$ cat src/rtl/fsync_pkg.sv
package fsync_pkg;

   typedef struct packed {
      logic ready;    // gating condition met
      logic short_b;  // at least one buffer not ready for a frame
   } buf_eval_t;

   localparam int unsigned ERR_UNDER = 0;
   localparam int unsigned ERR_OVER  = 1;
   localparam int unsigned ERR_N     = 2;

endpackage

$ cat src/rtl/fsync_gate.sv
module fsync_gate
   import fsync_pkg::*;
(
   input  logic      free_run,
   input  logic      is_tx,
   input  logic      buf_a,
   input  logic      buf_b,
   output buf_eval_t eval
);

   logic both_full, none_full;

   always_comb begin
      both_full = buf_a & buf_b;
      none_full = ~(buf_a | buf_b);
      if (is_tx) eval.short_b = ~both_full;
      else       eval.short_b = ~none_full;
      eval.ready = free_run | ~eval.short_b;
   end

endmodule

$ cat src/rtl/fsync_divider.sv
module fsync_divider #(
   parameter int unsigned DIV_W = 16
) (
   input  logic             clk,
   input  logic             rst_n,
   input  logic             run,
   input  logic [DIV_W-1:0] div,
   input  logic             ready,
   output logic             fire,
   output logic             fs_q
);

   localparam logic [DIV_W-1:0] ONE = DIV_W'(1);

   logic [DIV_W-1:0] cnt;
   logic             at_zero;

   assign at_zero = (cnt == '0);
   assign fire    = run & at_zero & ready;

   always_ff @(posedge clk or negedge rst_n) begin
      if (!rst_n) begin
         cnt  <= '0;
         fs_q <= 1'b0;
      end else begin
         fs_q <= fire;
         if (!run)         cnt <= div;
         else if (!at_zero) cnt <= cnt - ONE;
         else if (ready)    cnt <= div;
      end
   end

   // a stopped divider reloads and emits nothing
   p_hold_r2: assert property (@(posedge clk) disable iff (!rst_n)
      !run |=> (!fs_q && cnt == $past(div)));

   // a running divider counts down by one per serial clock
   p_count_r3: assert property (@(posedge clk) disable iff (!rst_n)
      (run && cnt != '0) |=> (cnt == $past(cnt) - ONE));

   // waiting at zero holds the count
   p_park_r4: assert property (@(posedge clk) disable iff (!rst_n)
      (run && at_zero && !ready) |=> (cnt == '0 && !fs_q));

endmodule

$ cat src/rtl/fsync_errflags.sv
module fsync_errflags
   import fsync_pkg::*;
(
   input  logic              clk,
   input  logic              rst_n,
   input  logic              fire,
   input  logic              free_run,
   input  logic              is_tx,
   input  logic              short_b,
   input  logic [ERR_N-1:0]  err_clr,
   output logic [ERR_N-1:0]  flags
);

   logic [ERR_N-1:0] hit;
   logic             bad_frame;

   assign bad_frame       = fire & free_run & short_b;
   assign hit[ERR_UNDER]  = bad_frame & is_tx;
   assign hit[ERR_OVER]   = bad_frame & ~is_tx;

   for (genvar g = 0; g < ERR_N; g++) begin : g_flag
      always_ff @(posedge clk or negedge rst_n) begin
         if (!rst_n)          flags[g] <= 1'b0;
         else if (hit[g])     flags[g] <= 1'b1;
         else if (err_clr[g]) flags[g] <= 1'b0;
      end

      // a raised flag stays until its clear bit is written
      p_sticky_r7: assert property (@(posedge clk) disable iff (!rst_n)
         (flags[g] && !err_clr[g]) |=> flags[g]);

      // a clear with no new error drops the flag
      p_clear_r9: assert property (@(posedge clk) disable iff (!rst_n)
         (err_clr[g] && !fire) |=> !flags[g]);
   end

endmodule

$ cat src/rtl/fsync_gen.sv
module fsync_gen
   import fsync_pkg::*;
#(
   parameter int unsigned REG_W     = 32,
   parameter int unsigned DIV_W     = 16,
   parameter int unsigned DIV_LSB   = 16,
   parameter int unsigned SHIFT_LAG = 1
) (
   input  logic             clk,
   input  logic             rst_n,
   input  logic             enable,
   input  logic             master,
   input  logic             free_run,
   input  logic             is_tx,
   input  logic             order_left,
   input  logic [REG_W-1:0] div_reg,
   input  logic             buf_a,
   input  logic             buf_b,
   input  logic [1:0]       err_clr,
   output logic             fs,
   output logic             shift_start,
   output logic             underflow,
   output logic             overflow,
   output logic             lead_left
);

   localparam int unsigned DIV_MSB = DIV_LSB + DIV_W - 1;

   if (DIV_MSB >= REG_W) begin : g_bad_field
      $error("divisor field does not fit the register");
   end
   if (SHIFT_LAG > 1) begin : g_bad_lag
      $error("SHIFT_LAG must be 0 or 1");
   end
   if (ERR_N != 2) begin : g_bad_err
      $error("error flag count mismatch");
   end

   localparam logic [REG_W-1:0] FIELD_MASK = ((REG_W'(1) << DIV_W) - REG_W'(1)) << DIV_LSB;

   logic [DIV_W-1:0] div;
   logic             run, fire;
   buf_eval_t        eval;
   logic [ERR_N-1:0] flags;
   logic             unused_bits;

   assign div         = div_reg[DIV_MSB:DIV_LSB];
   assign unused_bits = ^(div_reg & ~FIELD_MASK);
   assign run         = enable & master;

   fsync_gate u_gate (
      .free_run (free_run),
      .is_tx    (is_tx),
      .buf_a    (buf_a),
      .buf_b    (buf_b),
      .eval     (eval)
   );

   fsync_divider #(.DIV_W(DIV_W)) u_div (
      .clk   (clk),
      .rst_n (rst_n),
      .run   (run),
      .div   (div),
      .ready (eval.ready),
      .fire  (fire),
      .fs_q  (fs)
   );

   fsync_errflags u_err (
      .clk      (clk),
      .rst_n    (rst_n),
      .fire     (fire),
      .free_run (free_run),
      .is_tx    (is_tx),
      .short_b  (eval.short_b),
      .err_clr  (err_clr),
      .flags    (flags)
   );

   assign underflow = flags[ERR_UNDER];
   assign overflow  = flags[ERR_OVER];

   always_ff @(posedge clk or negedge rst_n) begin
      if (!rst_n)    lead_left <= 1'b0;
      else if (fire) lead_left <= order_left;
   end

   if (SHIFT_LAG == 1) begin : g_lag
      logic shift_q;
      always_ff @(posedge clk or negedge rst_n) begin
         if (!rst_n) shift_q <= 1'b0;
         else        shift_q <= fs;
      end
      assign shift_start = shift_q;

      // the data path starts one cycle after each frame sync
      p_shift_r10: assert property (@(posedge clk) disable iff (!rst_n)
         fs |=> shift_start);
   end else begin : g_nolag
      assign shift_start = fs;
   end

   // a gated transmit frame needs both buffers full
   p_gate_tx_r4: assert property (@(posedge clk) disable iff (!rst_n)
      (!free_run && is_tx && !(buf_a && buf_b)) |=> !fs);

   // a gated receive frame needs both buffers with room
   p_gate_rx_r5: assert property (@(posedge clk) disable iff (!rst_n)
      (!free_run && !is_tx && (buf_a || buf_b)) |=> !fs);

   // channel order changes only at a frame
   p_lead_r11: assert property (@(posedge clk) disable iff (!rst_n)
      !fs |-> (lead_left == $past(lead_left)));

endmodule

$ cat config.mk
export PLATFORM = sky130hd
export DESIGN_NAME = fsync_gen
export DESIGN_NICKNAME = d
export VERILOG_FILES = /design/src/rtl/fsync_pkg.sv /design/src/rtl/fsync_gate.sv /design/src/rtl/fsync_divider.sv /design/src/rtl/fsync_errflags.sv /design/src/rtl/fsync_gen.sv
export SDC_FILE = /design/constraint.sdc
export NUM_CORES = 1
export LEC_CHECK = 0
export ABC_AREA = 1
export BUFFER_PORTS_ARGS = -buffer_cell sky130_fd_sc_hd__buf_4
export CORE_AREA = 2 2 60 62
export CTS_BUF_LIST = sky130_fd_sc_hd__clkbuf_16
export DETAILED_ROUTE_END_ITERATION = 7
export DIE_AREA = 0 0 62 64
export PLACE_DENSITY = 0.74
export SLEW_MARGIN = 20
export SYNTH_ARGS = -nofsm -noshare
export SYNTH_HDL_FRONTEND = slang
export SYNTH_SLANG_ARGS = --single-unit
$ cat constraint.sdc
create_clock -name clk -period 1.5 [get_ports clk]
set_clock_uncertainty 0.05 [all_clocks]
set_input_delay 0.075 -clock clk [delete_from_list [all_inputs] [get_ports clk]]
set_output_delay 0.075 -clock clk [all_outputs]
set_load 0.02 [all_outputs]
==> metrics, run 1 <==
Req. time, crit path approximately 1.6 ns; peak supply drop 409 uV; most frequent cells in the layout 67 x buf_4, 63 x nand2_1, 37 x nor2_1; H-tree depth 1; clk sinks 21; worst-skew pair later-pin latency 0.25 ns; GRT busiest layer met2; setup ws final -0.0449 ns; CP startpoint u_div.cnt[0]; Pwr Total approximately 1600 uW; hold-critical path depth 3; Die Y 64 um; start of the worst register-to-register path u_div.cnt[0]; failing checks negative hold slack, negative setup slack; met3 Usage GRT 0.0263; Reg2Reg Depth 11; kind of critical path reg -> reg; pwr dens 715 nW/um2; Worst-path clk slew 0.06 ns; post-synthesis adder-cell area fraction 0.0171; Die Area 3970 um2; Seq/Total Area, Yosys 0.360; final setup fails 6; Netlist cell types 21; M2 GR Usage 0.320; commonest non-fill, non-tap cell in the layout buf_4; Rows 21; cts bufs inserted 3; Worst-Margin Slew 0.432 ns; via/cell ratio 4.52; Simple-Gate Fraction of Synth Area 0.431; Crit Path Max Fanout 3; Max Slew Vio Count 0; grt ovf 0; Critical Path AT around 1.7 ns; Worst R2R Setup Slack -0.04 ns; initial DRC count 48; DRC violations left 0; Crit-path slowest cell dfrtp_1; Critical path destination lead_left; PortBufs 31; Max transition margin 0.712; RSZ-0062 raised after global routing true; final hold violations 1; core footprint 3280 um2; hold_ws -0.00222 ns; CP Cell Sequence inv_2 -> ha_4 -> nand2_2 -> nor2_4 -> nand2_4 -> nor2_4 -> buf_6 -> nand2_4 -> inv_2 -> nand2_2 -> nand2_2; combinational share of power 0.254; Area after DPL 2020 um2; Ys Warns 0; via count 1,561; number of synthesized register bits 21; share of layout cells above drive strength 1 0.368; switching part of the total 0.269; Clock Power Share 0.351; final WL approximately 3600 um; combined flip-flop and latch cell area 526 um2; CP startpoint kind flip-flop; Post-Synth XOR/XNOR Area 0.0360; drt first pass iters 4; root buffer cell clkbuf_16; utilization after layout 0.687; maximum clock rate 647 MHz; gr usage total 0.189; fin crit share 1.03; fin crit period 1.54 ns; IO Count 48; Worst Hold Class in -> reg; Die Width 62 um; post-route cell area 2260 um2; CTS tree yes; footprint of the multi-input gates 877 um2; filler cell count 257; mux contribution to synthesized area 0; status finished, violations left; Initial Utilization 0.445; pin count of the biggest net entering global routing 22; initial antenna violation count 0; fin nets 345; area growth from synthesis to layout 54.6%; most frequent CP cell nand2_2; Switch Pwr 434 uW; max incr delay on CP 0.39 ns; DPL Wire Length 2530 um; Cells after Synth 224; FF-to-FF End lead_left; Max-cap violations 0; Avg WL per Cell 10.5 um; Synth Area per Inst 6.52 um2; ant diodes 0; CP endpoint kind flip-flop; synthesized cell area 1460 um2; global-route wire length before repair about 5700 um; Final Wtd Congestion roughly 0.83; Lkg Pwr 0.00124 uW; DRT antenna net count 0; worst-case clock buffer depth 2; Flop pwr share 0.395; setup TNS -0.101 ns; post-synthesis compound-gate area fraction 0.0480; met1 usage 0.242; vias in the first global route about 1,400; Cell Int Power 1180 uW; Synth Net Count 269; largest family of logic cells by synthesized area simple AND/OR/NAND/NOR gates
power by group through the flow:
stage	logic (uW)	clock network (uW)	registers (uW)
after global routing	455	604	640
after CTS	388	568	635
after detailed placement	367	0	643
final	410	566	636
after global placement	359	0	641
after floorplan	169	0	650
synthesized netlist by cell type:
cell type	instances	share of area
ha_1	2	0.017
dfrtp_1	21	0.36
nand3_1	11	0.038
nand3b_1	2	0.010
xor2_1	4	0.024
nand2_2	2	0.0086
nor2_1	45	0.12
nor3_1	1	0.0034
o21ai_1	2	0.0069
nand4_1	1	0.0043
nor2_2	6	0.026
inv_1	33	0.085
o21ai_0	3	0.010
nand3_2	1	0.0069
o21bai_1	2	0.010
xnor2_1	2	0.012
a21oi_1	6	0.021
nand2_1	73	0.19
buf_6	3	0.023
nand2_4	2	0.015
nor2_4	2	0.015
critical path, delay by kind of cell (launching register included):
family	cells	cell delay (ns)
adders and majority gates	1	0.15
and+or+nand+nor	7	0.58
buffers and inverters	3	0.31
DFF	1	0.39
sequential cells by signal (all words and copies together) (netlist names):
| signal | cells |
|---|---|
| u_div.cnt | 16 |
| u_div.fs_q | 1 |
| shift_start | 1 |
| lead_left | 1 |
| u_err.flags | 2 |
metrics by stage:
stage / instances / setup WS [ns] / hold slack [ns]
2_1_floorplan: 224 / 0.0131 / -0.271
4_1_cts: 341 / -0.00791 / 0.00166
5_1_grt: 345 / -0.103 / 0.00378
3_5_place_dp: 332 / -0.0392 / -0.0691
3_3_place_gp: 332 / -0.0213 / -0.0728
6_report: 345 / -0.0449 / -0.00222
final cells by class:
cell class / count / area share
Multi-Input combinational cell: 167 / 0.389
Timing Repair Buffer: 74 / 0.263
Sequential cell: 21 / 0.233
Inverter: 33 / 0.0549
Clock buffer: 3 / 0.0333
Tap cell: 46 / 0.0255
Clock inverter: 1 / 0.00166
metal layers:
metal | vias to the layer above | routed length [um]
met5 | - | 0
met4 | 0 | 42
met3 | 5 | 106
met2 | 33 | 1860
met1 | 702 | 1600
li1 | 821 | -
how the worst min path moves through the flow:
| stage | startpoint | end | slack (ns) |
|---|---|---|---|
| global route | div_reg[26] | u_div.cnt[10] | 0.004 |
| CTS | div_reg[26] | u_div.cnt[10] | 0.002 |
| detailed placement | rst_n | u_div.cnt[0] | -0.07 |
| finish | div_reg[26] | u_div.cnt[10] | -0.002 |
| global placement | rst_n | u_div.cnt[2] | -0.07 |
| floorplan | rst_n | lead_left | -0.27 |
kinds of logic after synthesis:
family / after synthesis
AND/OR/NAND/NOR: 146
buffers and inverters: 36
flip-flops: 21
AO/OA/AOI/OAI: 13
XOR/XNOR: 6
adder cells (fa/ha/maj): 2
what timing repair did:
item | 4_1_cts | 5_1_grt
hold endpoints to repair | 24 | 0
setup endpoints to repair | 17 | 18
gates resized for setup | 9 | 21
pin swaps | 0 | 17
hold buffers | 4 | 0
buffers inserted | 1 | 4
Power figures use the tool's default switching activity.
==> inputs of run 2 (changes only) <==
--- a/config.mk
+++ b/config.mk
@@ -5,13 +5,12 @@
 export SDC_FILE = /design/constraint.sdc
 export NUM_CORES = 1
 export LEC_CHECK = 0
-export ABC_AREA = 1
 export BUFFER_PORTS_ARGS = -buffer_cell sky130_fd_sc_hd__buf_4
-export CORE_AREA = 2 2 60 62
+export CORE_AREA = 2 2 58 60
 export CTS_BUF_LIST = sky130_fd_sc_hd__clkbuf_16
 export DETAILED_ROUTE_END_ITERATION = 7
-export DIE_AREA = 0 0 62 64
-export PLACE_DENSITY = 0.74
+export DIE_AREA = 0 0 60 62
+export PLACE_DENSITY = 0.69
 export SLEW_MARGIN = 20
 export SYNTH_ARGS = -nofsm -noshare
 export SYNTH_HDL_FRONTEND = slang
==> metrics, run 2 <==
Async SR Flop Fraction 1.00; Synth area leaders dfrtp_1 42%, xor2_1 5.6%, a21oi_1 5.2%; ant diodes 0; post-synth top area share 0.419; initial DRC count 44; DRT antenna net count 0; DPL Wire Length 2520 um; CP startpoint kind flip-flop; global-route wire length before repair 5850 um; setup TNS -5.24 ns; number of synthesized register bits 21; Req. time, crit path 1.59 ns; RSZ-0062 raised after global routing true; Primary FF master, synth dfrtp_1; Lkg Pwr 0.000917 uW; CP endpoint kind flip-flop; start of the worst register-to-register path u_div.cnt[7]; Avg WL per Cell approximately 16 um; grt ovf 0; root buffer cell clkbuf_16; Synth top cells by count 21 x dfrtp_1, 13 x a21oi_1, 12 x nand2_1; H-tree depth 1; commonest non-fill, non-tap cell in the layout buf_4; post-synth top area cell dfrtp_1; cts bufs inserted 3; Synth Area per Inst between 9 and 10 um2; fin crit period 1.88 ns; clk sinks 21; Flop pwr share 0.392; utilization after layout 0.673; Cell Int Power 1200 uW; final hold violations 0; kind of critical path reg -> reg; Max-cap violations 0; PortBufs 31; Crit Path Max Fanout 6; filler cell count around 240; Netlist cell types 36; Max transition margin 0.722; combinational share of power 0.271; most flop-heavy register u_div.cnt; final setup fails 20; hold_ws 0.0117 ns; vias in the first global route around 1,300; Worst-path clk slew ~0.06 ns; Switch Pwr 469 uW; via/cell ratio ~5.3; Hold Startpoint div_reg[20]; Worst-Margin Slew 0.416 ns; worst-skew pair later-pin latency 0.25 ns; synthesized cell area 1250 um2; Critical Path AT between 1.5 and 2 ns; fin nets 249; area growth from synthesis to layout 70.5%; fin crit share 1.25; number of flops mapped to enable cells by yosys 0; hold-critical path depth 3; pin count of the biggest net entering global routing 22; Hold Path End u_div.cnt[4]; via count 1,329; IO Count 48; gr usage total 0.210; switching part of the total 0.280; Clock Power Share 0.337; CTS tree yes; pwr dens about 780 nW/um2; status finished, violations left; initial antenna violation count 0; Worst Hold Class in -> reg; share of layout cells above drive strength 1 0.537; final WL 4060 um; setup ws final -0.381 ns; Reg2Reg Depth 5; max reg flops 16; maximum clock rate between 500 and 600 MHz; most frequent cells in the layout 57 x buf_4, 21 x dfrtp_1, 12 x nand2_1; Seq/Total Area, Yosys 0.419; core footprint 3180 um2; Synth Net Count 174; Die Area 3720 um2; Max Slew Vio Count 0; Die Y between 60 and 70 um; FF-to-FF End lead_left; worst-case clock buffer depth 2; Die Width 60 um; peak supply drop 660 uV; top flop regs u_div.cnt: 16 flops, u_err.flags: 2 flops; DRC violations left 0; Cells after Synth 129; Final Wtd Congestion 0.855; Worst R2R Setup Slack -0.38 ns; drt first pass iters 4; most frequent cell after synthesis dfrtp_1; Rows 21; Initial Utilization 0.395; failing checks negative setup slack; Ys Warns 0
==> run 2: routing by layer <==
metal	share of wire	up-vias	routed length (um)	track usage
li1	-	621	-	-
met1	0.37	646	1520	0.230
met2	0.54	50	2180	0.398
met3	0.054	12	220	0.0518
met4	0.035	0	140	0.0635
met5	0	-	0	0
==> run 2: worst max path at each step <==
| stage | from | end | cells past startpoint |
|---|---|---|---|
| after global routing | u_div.cnt[7] | lead_left | 5 |
| after global placement | u_div.cnt[13] | lead_left | 5 |
| final | u_div.cnt[7] | lead_left | 5 |
| after CTS | u_div.cnt[1] | u_div.cnt[12] | 8 |
| after detailed placement | u_div.cnt[1] | u_div.cnt[11] | 7 |
| after floorplan | u_div.cnt[0] | u_div.cnt[12] | 7 |
==> run 2: kinds of logic after synthesis <==
logic type	Yosys count	synth area share
simple gates	54	0.291
compound gates	30	0.136
flops	21	0.419
xor+xnor	12	0.0837
buf+inv	9	0.0419
fa+ha+maj	2	0.0199
mux	1	0.00897
==> run 2: per-stage QoR <==
step	cells	worst slack [ns]	area (um2)	total power (uW)
2_1_floorplan	129	-0.271	1290	820
3_3_place_gp	229	-0.504	1750	989
3_5_place_dp	229	-0.536	1750	1000
4_1_cts	242	-0.354	1970	1610
5_1_grt	249	-0.441	2140	1730
6_report	249	-0.381	2140	1670
==> run 2: worst max-delay path, cell delays in order (launching register included) <==
cell,delay (ns)
dfrtp_1,0.40
nor4_4,0.35
and4_4,0.31
buf_12,0.12
nor3b_4,0.22
mux2_4,0.31
==> run 2: what timing repair did <==
item / in CTS / in global routing
hold buffers: 6 / 0
gates cloned: 0 / 4
setup buffers: 3 / 4
pin swaps: 2 / 7
resized for setup: 15 / 31
endpoints found under the setup margin: 20 / 20
endpoints found under the hold margin: 25 / 0
==> run 2: power groups by stage <==
stage	sequential, uW	combinational (uW)	clock, uW
floorplan	669	150	0
global placement	651	338	0
detailed placement	653	349	0
CTS	653	387	574
global route	658	487	589
finish	656	453	563
==> run 2: final cells by class <==
cell class / count / area (um2) / area share
clock inverter: 1 / 3.75 / 0.00175
tap: 46 / 57.6 / 0.0269
multi-input combinational: 102 / 865 / 0.404
inverter: 4 / 15.0 / 0.00702
clock buffer: 3 / 75.1 / 0.0351
timing repair buffer: 72 / 598 / 0.280
sequential: 21 / 526 / 0.246
==> inputs of run 3 (changes only) <==
--- a/config.mk
+++ b/config.mk
@@ -11,6 +11,7 @@
 export DETAILED_ROUTE_END_ITERATION = 7
 export DIE_AREA = 0 0 60 62
 export PLACE_DENSITY = 0.69
+export SETUP_SLACK_MARGIN = 0.2
 export SLEW_MARGIN = 20
 export SYNTH_ARGS = -nofsm -noshare
 export SYNTH_HDL_FRONTEND = slang
==> metrics, run 3 (same netlist as run 2, synthesis figures left out) <==
status finished, violations left; failing checks negative setup slack; Pwr Total 1640 uW; Worst-path clk slew 0.06 ns; worst-skew pair later-pin latency between 0.2 and 0.3 ns; final hold violations 0; kind of critical path reg -> reg; most frequent CP cell buf_4; max incr delay on CP roughly 0.35 ns; PortBufs 31; buffer and inverter count on the worst path 3; initial antenna violation count 0; gr usage total 0.237; CP startpoint kind flip-flop; drt first pass iters 4; Max Slew Vio Count 0; grt ovf 0; pwr dens 783 nW/um2; max reg flops 16; pin count of the biggest net entering global routing 22; DRC violations left 0; ant diodes 0; Max transition margin 0.655; CP endpoint kind flip-flop; share of layout cells above drive strength 1 0.515; Max-cap violations 0; maximum clock rate 513 MHz; Worst R2R Setup Slack -0.45 ns; utilization after layout 0.658; root buffer cell clkbuf_16; DPL Wire Length 2540 um; Cells after DPL 233; start of the worst register-to-register path u_div.cnt[1]; cts bufs inserted 3; worst-case clock buffer depth 2; Avg WL per Cell 15.9 um; fin crit share 1.30; FF-to-FF End u_div.cnt[6]; fin crit period 1.95 ns; Crit Path Max Fanout 5; Die Width around 60 um; setup ws final -0.449 ns; RSZ-0062 raised after global routing true; peak supply drop about 400 uV; via/cell ratio 5.29; most frequent cells in the layout 63 x buf_4, 21 x dfrtp_1, 12 x nand2_1; final setup fails 20; Critical path destination u_div.cnt[6]; H-tree depth 1; Initial Utilization 0.395; global-route wire length before repair 6450 um; Critical Path AT 2.04 ns; filler cell count 263; Req. time, crit path 1.59 ns; CP startpoint u_div.cnt[1]; top flop regs u_div.cnt: 16 flops, u_err.flags: 2 flops; Lkg Pwr 0.000923 uW; via count 1,333; Crit-path slowest cell dfrtp_1; Final Wtd Congestion 0.835; commonest non-fill, non-tap cell in the layout buf_4; Crit path max-delay family compound AO/OA/AOI/OAI gates; area growth from synthesis to layout 66.7%; final WL 4000 um; core footprint about 3200 um2; Rows 21; fin nets 252; final cell count without fillers 252; cell depth of the worst setup path 9; DRT antenna net count 0; clk sinks 21; Worst Hold Class in -> reg; Reg2Reg Depth 9; most flop-heavy register u_div.cnt; CTS tree yes; IO Count 48; Die Area 3720 um2; setup TNS -7.02 ns; initial DRC count 37; CP Cell Sequence inv_1 -> ha_2 -> nor3b_4 -> and4_4 -> buf_4 -> buf_4 -> a211oi_2 -> a31oi_1 -> o221a_2; Worst-Margin Slew 0.516 ns; Die Y 62 um; vias in the first global route 1,393
## run 3: metrics by stage
step / hold slack, ns / setup slack [ns] / cell area (um2)
after global placement: -0.0754 / -0.502 / 1770
after floorplan: -0.271 / -0.271 / 1290
final: 0.0214 / -0.449 / 2090
after CTS: 0.0206 / -0.383 / 2040
after detailed placement: -0.0739 / -0.583 / 1770
after global routing: 0.0309 / -0.513 / 2090
## run 3: layer usage
layer  vias to the layer above  wire, um  part of all wire  GRT usage
met1                       652      1550              0.39      0.268
li1                        627         -                 -          -
met2                        46      2190              0.55      0.444
met5                         -         0                 0          0
met4                         0        83             0.021     0.0889
met3                         8       187             0.047     0.0414
## run 3: power breakdown
part | switching, uW | total (uW) | internal, uW
Combinational | 196 | 424 | 228
Sequential | 44.2 | 652 | 608
Clock | 206 | 562 | 355
## run 3: worst min-delay path by stage
| stage | startpoint | end | cells after the start |
|---|---|---|---|
| after floorplan | rst_n | lead_left | 0 |
| after global placement | rst_n | u_div.cnt[13] | 1 |
| after detailed placement | rst_n | u_div.cnt[13] | 1 |
| after CTS | div_reg[21] | u_div.cnt[5] | 3 |
| after global routing | div_reg[23] | u_div.cnt[7] | 3 |
| final | div_reg[21] | u_div.cnt[5] | 3 |
## run 3: repair_timing
| action | in CTS | in global routing |
|---|---|---|
| hold endpoints to repair | 26 | 0 |
| hold buffers | 7 | 0 |
| gates resized for setup | 27 | 7 |
| pin swaps | 8 | 4 |
| setup endpoints to repair | 20 | 20 |
| cloned | 3 | 0 |
| setup buffers | 3 | 2 |
## run 3: tightest hold or removal path: stages
cell	delay (ns)
buf_4	0.10
nand2_1	0.05
a21oi_1	0.05
## run 3: cell type report
type | instances | area, um2 | area share
multi-input cells | 101 | 805 | 0.385
repair buffers | 76 | 611 | 0.292
flip-flops and latches | 21 | 526 | 0.251
clock buffers | 3 | 75.1 | 0.0359
well taps | 46 | 57.6 | 0.0275
inverters | 4 | 15.0 | 0.00718
clock inverters | 1 | 3.75 | 0.00179
